**config.mk**
```make
export PLATFORM = sky130hd
export DESIGN_NAME = swtlb
export DESIGN_NICKNAME = d
export VERILOG_FILES = /design/src/rtl/swtlb_pkg.sv /design/src/rtl/swtlb_store.sv /design/src/rtl/swtlb_match.sv /design/src/rtl/swtlb.sv
export SDC_FILE = /design/constraint.sdc
export NUM_CORES = 1
export LEC_CHECK = 0
export CAP_MARGIN = 20
export CORE_MARGIN = 5
export CORE_UTILIZATION = 50
export DETAILED_ROUTE_END_ITERATION = 8
export DONT_BUFFER_PORTS = 1
export PLACE_DENSITY = 0.71
export SLEW_MARGIN = 10
export SYNTH_ARGS = -nofsm -noshare
export SYNTH_HDL_FRONTEND = slang
export SYNTH_HIERARCHICAL = 1
export SYNTH_SLANG_ARGS = --single-unit
export TNS_END_PERCENT = 1
```
**constraint.sdc**
```tcl
create_clock -name clk -period 2.93 [get_ports clk]
set_input_delay 0.586 -clock clk [delete_from_list [all_inputs] [get_ports clk]]
set_output_delay 0.586 -clock clk [all_outputs]
set_load 0.05 [all_outputs]
```
**src/rtl/swtlb_pkg.sv**
```systemverilog
package swtlb_pkg;

  typedef enum logic [1:0] {
    CAUSE_NONE = 2'd0,
    CAUSE_MISS = 2'd1,
    CAUSE_PERM = 2'd2
  } tlb_cause_e;

  typedef struct packed {
    logic rd;
    logic wr;
  } tlb_perm_t;

endpackage

```
**src/rtl/swtlb_store.sv**
```systemverilog
module swtlb_store #(
  parameter int ENTRIES = 8,
  parameter int VPN_W   = 20,
  parameter int PFN_W   = 20,
  localparam int IDX_W  = $clog2(ENTRIES)
) (
  input  logic                               clk,
  input  logic                               rst_n,
  input  logic                               flush,
  input  logic                               ld_en,
  input  logic [IDX_W-1:0]                   ld_index,
  input  logic                               ld_valid,
  input  logic [VPN_W-1:0]                   ld_vpn,
  input  logic [PFN_W-1:0]                   ld_pfn,
  input  swtlb_pkg::tlb_perm_t               ld_perm,
  output logic [ENTRIES-1:0]                 ent_valid,
  output logic [ENTRIES-1:0][VPN_W-1:0]      ent_vpn,
  output logic [ENTRIES-1:0][PFN_W-1:0]      ent_pfn,
  output swtlb_pkg::tlb_perm_t [ENTRIES-1:0] ent_perm
);

  for (genvar e = 0; e < ENTRIES; e++) begin : g_ent
    logic sel;
    logic valid_d;

    assign sel = ld_en && (ld_index == IDX_W'(e));

    always_comb begin
      valid_d = ent_valid[e];
      if (flush) valid_d = 1'b0;
      if (sel)   valid_d = ld_valid;
    end

    always_ff @(posedge clk or negedge rst_n) begin
      if (!rst_n) ent_valid[e] <= 1'b0;
      else        ent_valid[e] <= valid_d;
    end

    always_ff @(posedge clk) begin
      if (sel) begin
        ent_vpn[e]  <= ld_vpn;
        ent_pfn[e]  <= ld_pfn;
        ent_perm[e] <= ld_perm;
      end
    end
  end

endmodule

```
**src/rtl/swtlb_match.sv**
```systemverilog
module swtlb_match #(
  parameter int ENTRIES = 8,
  parameter int VPN_W   = 20,
  localparam int IDX_W  = $clog2(ENTRIES)
) (
  input  logic [ENTRIES-1:0]            ent_valid,
  input  logic [ENTRIES-1:0][VPN_W-1:0] ent_vpn,
  input  logic [VPN_W-1:0]              look_vpn,
  output logic                          hit,
  output logic [IDX_W-1:0]              hit_idx
);

  logic [ENTRIES-1:0] eq;

  for (genvar e = 0; e < ENTRIES; e++) begin : g_cmp
    assign eq[e] = ent_valid[e] && (ent_vpn[e] == look_vpn);
  end

  // scan from the top down so the lowest matching slot is assigned last
  always_comb begin
    hit     = |eq;
    hit_idx = '0;
    for (int e = ENTRIES - 1; e >= 0; e--) begin
      if (eq[e]) hit_idx = IDX_W'(e);
    end
  end

endmodule

```
**src/rtl/swtlb.sv**
```systemverilog
module swtlb #(
  parameter int ENTRIES = 8,
  parameter int VPN_W   = 20,
  parameter int PFN_W   = 20,
  parameter int OFF_W   = 12,
  localparam int IDX_W  = $clog2(ENTRIES)
) (
  input  logic                   clk,
  input  logic                   rst_n,
  input  logic                   req_valid,
  input  logic [VPN_W+OFF_W-1:0] req_vaddr,
  input  logic                   req_write,
  output logic                   rsp_valid,
  output logic [PFN_W+OFF_W-1:0] rsp_paddr,
  output logic                   rsp_trap,
  output logic [1:0]             rsp_cause,
  output logic [VPN_W-1:0]       fault_vpn,
  input  logic                   ld_en,
  input  logic [IDX_W-1:0]       ld_index,
  input  logic                   ld_valid,
  input  logic [VPN_W-1:0]       ld_vpn,
  input  logic [PFN_W-1:0]       ld_pfn,
  input  logic                   ld_rd,
  input  logic                   ld_wr,
  input  logic                   flush
);
  import swtlb_pkg::*;

  localparam int PA_W = PFN_W + OFF_W;

  logic [ENTRIES-1:0]            ent_valid;
  logic [ENTRIES-1:0][VPN_W-1:0] ent_vpn;
  logic [ENTRIES-1:0][PFN_W-1:0] ent_pfn;
  tlb_perm_t [ENTRIES-1:0]       ent_perm;
  tlb_perm_t                     ld_perm;

  logic [VPN_W-1:0] look_vpn;
  logic [OFF_W-1:0] look_off;
  logic             hit;
  logic [IDX_W-1:0] hit_idx;
  tlb_perm_t        hit_perm;
  logic             allowed;

  logic             rsp_valid_d;
  logic [PA_W-1:0]  rsp_paddr_d;
  tlb_cause_e       cause_d, cause_q;
  logic [VPN_W-1:0] fault_vpn_d;

  assign ld_perm  = '{rd: ld_rd, wr: ld_wr};
  assign look_vpn = req_vaddr[VPN_W+OFF_W-1:OFF_W];
  assign look_off = req_vaddr[OFF_W-1:0];

  swtlb_store #(.ENTRIES(ENTRIES), .VPN_W(VPN_W), .PFN_W(PFN_W)) u_store (
    .clk       (clk),
    .rst_n     (rst_n),
    .flush     (flush),
    .ld_en     (ld_en),
    .ld_index  (ld_index),
    .ld_valid  (ld_valid),
    .ld_vpn    (ld_vpn),
    .ld_pfn    (ld_pfn),
    .ld_perm   (ld_perm),
    .ent_valid (ent_valid),
    .ent_vpn   (ent_vpn),
    .ent_pfn   (ent_pfn),
    .ent_perm  (ent_perm)
  );

  swtlb_match #(.ENTRIES(ENTRIES), .VPN_W(VPN_W)) u_match (
    .ent_valid (ent_valid),
    .ent_vpn   (ent_vpn),
    .look_vpn  (look_vpn),
    .hit       (hit),
    .hit_idx   (hit_idx)
  );

  assign hit_perm = ent_perm[hit_idx];
  assign allowed  = req_write ? hit_perm.wr : hit_perm.rd;

  // next-state
  always_comb begin
    rsp_valid_d = req_valid;
    rsp_paddr_d = '0;
    cause_d     = CAUSE_NONE;
    fault_vpn_d = fault_vpn;
    if (req_valid) begin
      if (!hit) begin
        cause_d     = CAUSE_MISS;
        fault_vpn_d = look_vpn;
      end else if (!allowed) begin
        cause_d     = CAUSE_PERM;
        fault_vpn_d = look_vpn;
      end else begin
        rsp_paddr_d = {ent_pfn[hit_idx], look_off};
        fault_vpn_d = '0;
      end
    end
  end

  // registers
  always_ff @(posedge clk or negedge rst_n) begin
    if (!rst_n) begin
      rsp_valid <= 1'b0;
      rsp_paddr <= '0;
      cause_q   <= CAUSE_NONE;
      fault_vpn <= '0;
    end else begin
      rsp_valid <= rsp_valid_d;
      if (req_valid || rsp_valid) begin
        rsp_paddr <= rsp_paddr_d;
        cause_q   <= cause_d;
      end
      if (req_valid) fault_vpn <= fault_vpn_d;
    end
  end

  assign rsp_cause = cause_q;
  assign rsp_trap  = (cause_q != CAUSE_NONE);

endmodule

```
* After elaboration in Yosys (flattened, before gate mapping)
Cells that the tools add are included.
** Cells by class
- Magnitude comparators :: 1
- Eq/ne operators :: 15
- Multiplexer cells :: 30
- Reductions and logical operators :: 28
** Operators with widths (count)
- $eq A20 B20 Y1 :: 8
- $mux W32 :: 3
- $bmux W20 S3 :: 1
- $mux W20 :: 3
- $mux W3 :: 8
- $reduce_bool A2 Y1 :: 9
- $logic_and A1 B1 Y1 :: 16
- $eq A3 B3 Y1 const B :: 4
- $mux W1 :: 10
- $mux W2 :: 4
- $reduce_or A8 Y1 :: 1
- $bmux W2 S3 :: 1
- $eq A3 B2 Y1 const B :: 2
- $lt A3 B4 Y1 const B :: 1
- $eq A3 B1 Y1 const B :: 1
- $logic_not A3 Y1 :: 1
- $logic_or A1 B1 Y1 :: 1
** Storage, ports and cells
- Bits in registers :: 399

* Logic depth before layout (Yosys ltp)
- Word-level depth :: 16
- Gate-level depth with buffers :: 15

* Hierarchy
The synthesis kept the hierarchy.
** By module, submodules not included
- swtlb_store :: times used 1, cells each 372, area an instance 10537.6 µm², sequential area each 10289.9 µm²
- swtlb :: times used 1, cells each 283, area an instance 3382.0 µm², sequential area each 1376.3 µm²
- swtlb_match :: times used 1, cells each 249, area an instance 1988.2 µm², sequential area each 0.0 µm²

* Worst setup path before layout
OpenSTA, ideal clock, no wires.
- Kind :: input to register
- Start point :: in ld_index[0]
- End point :: reg u_store.ent_valid[0]
- Library setup time :: 128 ps
- Arrival time :: 3478 ps
- Data required time :: 2802 ps
- Path slack :: -675 ps
- Stages :: 2
- Cells stage by stage :: nor4b_2 > mux2_1
** On the way
- Longest elaborated chain between the ends :: 3
- Elaborated cells on any way between the ends :: 4
- Classes of those cells :: mux: 1; reduce/logical: 3
** Ends and longest elaborated chain
- start, declared :: line swtlb.sv:19 : input logic [IDX_W-1:0] ld_index,
- $logic_not A3 Y1 (*) :: line swtlb_store.sv:26 : assign sel = ld_en && (ld_index == IDX_W'(e));
- $logic_and A1 B1 Y1 (*) :: line swtlb_store.sv:26
- $mux W1 or $reduce_bool A2 Y1 (tied branches)
- end signal, assigned by index :: line swtlb_store.sv:36 : else ent_valid[e] <= valid_d;
- end, declared :: line swtlb_store.sv:16 : output logic [ENTRIES-1:0] ent_valid,
Every way passes the cells marked *; elsewhere a longest branch is shown, timed or not.
A chain may end at the register's enable or synchronous reset.

* Worst setup path after layout
- Start point :: reg u_store/ent_vpn[132] in the netlist's numbering
- End point :: reg fault_vpn[18]
** On the way
- Longest elaborated chain between the ends :: 14
- Elaborated cells on any way between the ends :: 15
- Classes of those cells :: eq/ne: 1; mux: 12; reduce/logical: 2
** Ends and longest elaborated chain
- start, declared :: line swtlb_store.sv:17 : output logic [ENTRIES-1:0][VPN_W-1:0] ent_vpn,
- start signal, assigned by index :: line swtlb_store.sv:41 : ent_vpn[e] <= ld_vpn;
- $eq A20 B20 Y1 :: line swtlb_match.sv:16 : assign eq[e] = ent_valid[e] && (ent_vpn[e] == look_vpn);
- $logic_and A1 B1 Y1 :: line swtlb_match.sv:16
- $mux W3 (7 in series) :: line swtlb_match.sv:24 : if (eq[e]) hit_idx = IDX_W'(e);
- net hit_idx[2] :: line swtlb.sv:40 : logic [IDX_W-1:0] hit_idx;
- $bmux W2 S3 :: line swtlb.sv:77 : assign hit_perm = ent_perm[hit_idx];
- $mux W2 (implied by the code) :: line swtlb.sv:77
- $mux W1 :: line swtlb.sv:78 : assign allowed = req_write ? hit_perm.wr : hit_perm.rd;
- $mux W20 :: line swtlb.sv:90 : end else if (!allowed) begin
- $mux W20 :: line swtlb.sv:87 : if (!hit) begin
- end signal, assigned :: line swtlb.sv:113 : if (req_valid) fault_vpn <= fault_vpn_d;
- end, declared :: line swtlb.sv:17 : output logic [VPN_W-1:0] fault_vpn,
The timed path passes the listed nets, and every way through them passes these cells. The select of a mux whose other input is x is not followed.

==> out/results.txt <==
Reg clk slew, reported paths - 0.06 ns
Post-synth EDFFs - 336
RSZ-0062 raised after global routing - true
area share of the largest cell type after synthesis - 63.4%
top post-synthesis cells by area - edfxtp_1 63%, dfrtp_1 9.9%, xnor2_1 6.8%
Hold Path Class - input pin to flip-flop
main flop type after synthesis - edfxtp_1
num rows - 65
final hold slack - 0.0850 ns
routed len/inst - 26.1 µm
Seq/Total Area, Yosys - 73.3%
DR vias/cell - 5.86
TritonCTS clock tree - done
Final min period - 3.23 ns
Starting DRT DRC Count - 780
cell area after synthesis - 15,900 µm²
vias in the first global route - 8,500
syn_nets - 988
Worst EP required - 3.35 ns
Final Hold Vio Count - 0
PwrDens - 650 nW/µm²
# placed instances - 1,313
Final setup viols - 53
biggest area consumer among synthesized cells - edfxtp_1
Startpoint Class - flip-flop
Die X - 188 µm
clock skew - 0.0184 ns
worst-skew pair later-pin latency - 0.54 ns
Final WS setup - -0.302 ns
slew at the pin with the worst max-slew slack - 0.626 ns
endpoint class of the critical path - flip-flop
fin crit share - 110%
Pleak - 0.00610 µW
H-tree depth - 2
fin cells - 1,396
initial antenna violation count - 0
GR Overflow Total - 0
Yosys cell types - 41
DRC violations left - 0
Slew headroom - 58.2%
TritonCTS Buffers - 39
DR vias - 8,182
async set-reset flop share out of synthesis - 15.8%
Starting Density - 50.5%
warnings from Yosys - 6
remaining antenna violation count - 0
fin nets - 1,048
CP max FO - 10
violated checks - negative setup slack
PortBufs - 0
CTS Buffer Depth - 3
die area - 35,500 µm²
FMAX - 309 MHz
final core occ - 57.9%
Root Buffer - clkbuf_16
clk sinks - 399
largest net degree at the start of global routing - 64
Post-Syn Instances - 904
Routed WL - 36,400 µm
status - finished with violations
Post-Place Worst Slack - -0.651 ns
# fillers - 2,243
GRT Overall Usage - 20.5%
WP data arrival - 3.65 ns
Core Region - 31,500 µm²
layout cells sized above 1 - 19.1%
Area Overhead vs Synth - 14.5%
GPL Wtd Cong - 0.802
number of top-level pins - 140
die height - 188 µm
Max IR drop VDD - 0.345 mV
first-pass GRT wire length - 54,800 µm
Setup CP Type - flip-flop to flip-flop
Yosys reg bits - 399
syn_area_per_cell - 17.6 µm²
final slew viol count - 0
max cap viols - 0
DPL Wire Length - 23,100 µm
drt pass-1 iters - 5
Diodes inserted - 0
## cell usage in the layout (no fill, tap or decap), types with 3 or more instances in the layout
cell type and count:
bufinv_16 3, nor2b_1 9, nand4b_1 3, nand4_1 34
inv_2 4, mux4_2 40, clkbuf_16 39, buf_12 11
mux2_1 6, buf_6 3, clkinv_2 6, nor4_1 13
nand2_1 45, nand3_1 11, clkbuf_1 4, xnor2_1 123
and4bb_2 3, o22ai_1 20, a22o_1 12, inv_1 22
clkinv_1 9, clkbuf_8 5, mux2i_1 29, o21ai_1 21
buf_4 47, xor2_1 35, buf_16 3, edfxtp_1 336
dfrtp_1 63
## final cells by class
cell class / instances / area, µm² / share of cell area (%)
timing repair buffer: 65 / 699 / 3.84
sequential: 399 / 11700 / 64.1
multi-input combinational: 433 / 3970 / 21.8
inverter: 26 / 97.6 / 0.536
tap: 402 / 503 / 2.76
clock inverter: 23 / 219 / 1.20
clock buffer: 48 / 1060 / 5.82
## through the flow
stage	cell area (µm²)	setup TNS, ns	power, µW
finish	18200	-14.17	11800
global route	18200	-24.14	12200
CTS	18200	-9.14	11900
floorplan	15900	-10.62	6950
global placement	16700	-21.47	7000
detailed placement	16700	-31.72	7010
## state kept, by name, indices dropped and copies added (netlist names)
signal             flops
fault_vpn             20
rsp_paddr             32
rsp_cause              2
u_store/ent_perm      16
u_store/ent_vpn      160
u_store/ent_pfn      160
u_store/ent_valid      8
rsp_valid              1
## timing repair
action	4_1_cts	5_1_grt
pin swaps	11	6
setup endpoints to repair	53	53
resized for setup	14	4
hold endpoints to repair	63	0
hold buffers	2	0
cloned	2	0
setup buffers	6	2
## per-layer routing
metal,global-route usage (%),routed length (µm)
met1,28.8,15200
met2,32.2,16800
met3,6.43,3700
met4,4.37,620
met5,0,0
## cell families after synthesis
| family | after synthesis | synth area share (%) |
|---|---|---|
| mux | 77 | 8.10 |
| xor+xnor | 160 | 8.86 |
| simple gates | 131 | 4.64 |
| buf+inv | 72 | 2.41 |
| flops | 399 | 73.3 |
| compound gates | 65 | 2.65 |
## critical path, stage by stage, from the launching register on
cell,delay [ns]
edfxtp_1,0.39
xor2_1,0.17
nor4_2,0.29
nand4_1,0.22
nor4_4,0.27
buf_4,0.15
a41oi_1,0.05
buf_4,0.19
a31oi_4,0.21
nor2b_1,0.09
a22oi_1,0.17
nand4_1,0.19
buf_4,0.20
a21boi_4,0.14
buf_12,0.14
buf_16,0.13
o22ai_1,0.08
## path summary, 6_finish.rpt
path	startpoint	endpoint	slack [ns]	cells past startpoint
worst max-delay path	u_store/ent_vpn[132]$_DFFE_PP_	fault_vpn[18]$_DFFE_PN0P_	-0.30	16
worst min-delay path	req_valid	rsp_valid$_DFF_PN0_	0.08	0
worst max register to register	u_store/ent_vpn[132]$_DFFE_PP_	fault_vpn[18]$_DFFE_PN0P_	-0.30	16
worst min register to register	u_store/ent_valid[2]$_DFFE_PN0P_	u_store/ent_valid[2]$_DFFE_PN0P_	0.64	2
max in group asynchronous	rst_n	fault_vpn[11]$_DFFE_PN0P_	1.99	2
min in group asynchronous	rst_n	rsp_paddr[26]$_DFFE_PN0P_	0.60	2
## synth_stat cells (all sizes together) (2+ instances only)
master / count
dfrtp: 63
xnor2: 124
a22oi: 2
buf: 33
a31oi: 2
nand3: 13
o21ai: 22
a21boi: 2
mux2i: 29
clkbuf: 13
nor2b: 9
xor2: 36
nor4: 17
edfxtp: 336
nor2: 2
o22ai: 21
mux2: 8
a22o: 12
mux4: 40
nand4: 34
nand4b: 3
inv: 26
or2: 2
and4bb: 3
nand2: 45
## where the power goes
group          switching (µW)  total (µW)  internal [µW]
Clock                    2060        4910           2850
Sequential                171        6530           6360
Combinational             210         401            191
Total                    2440       11800           9400
Power figures use the tool's default switching activity.
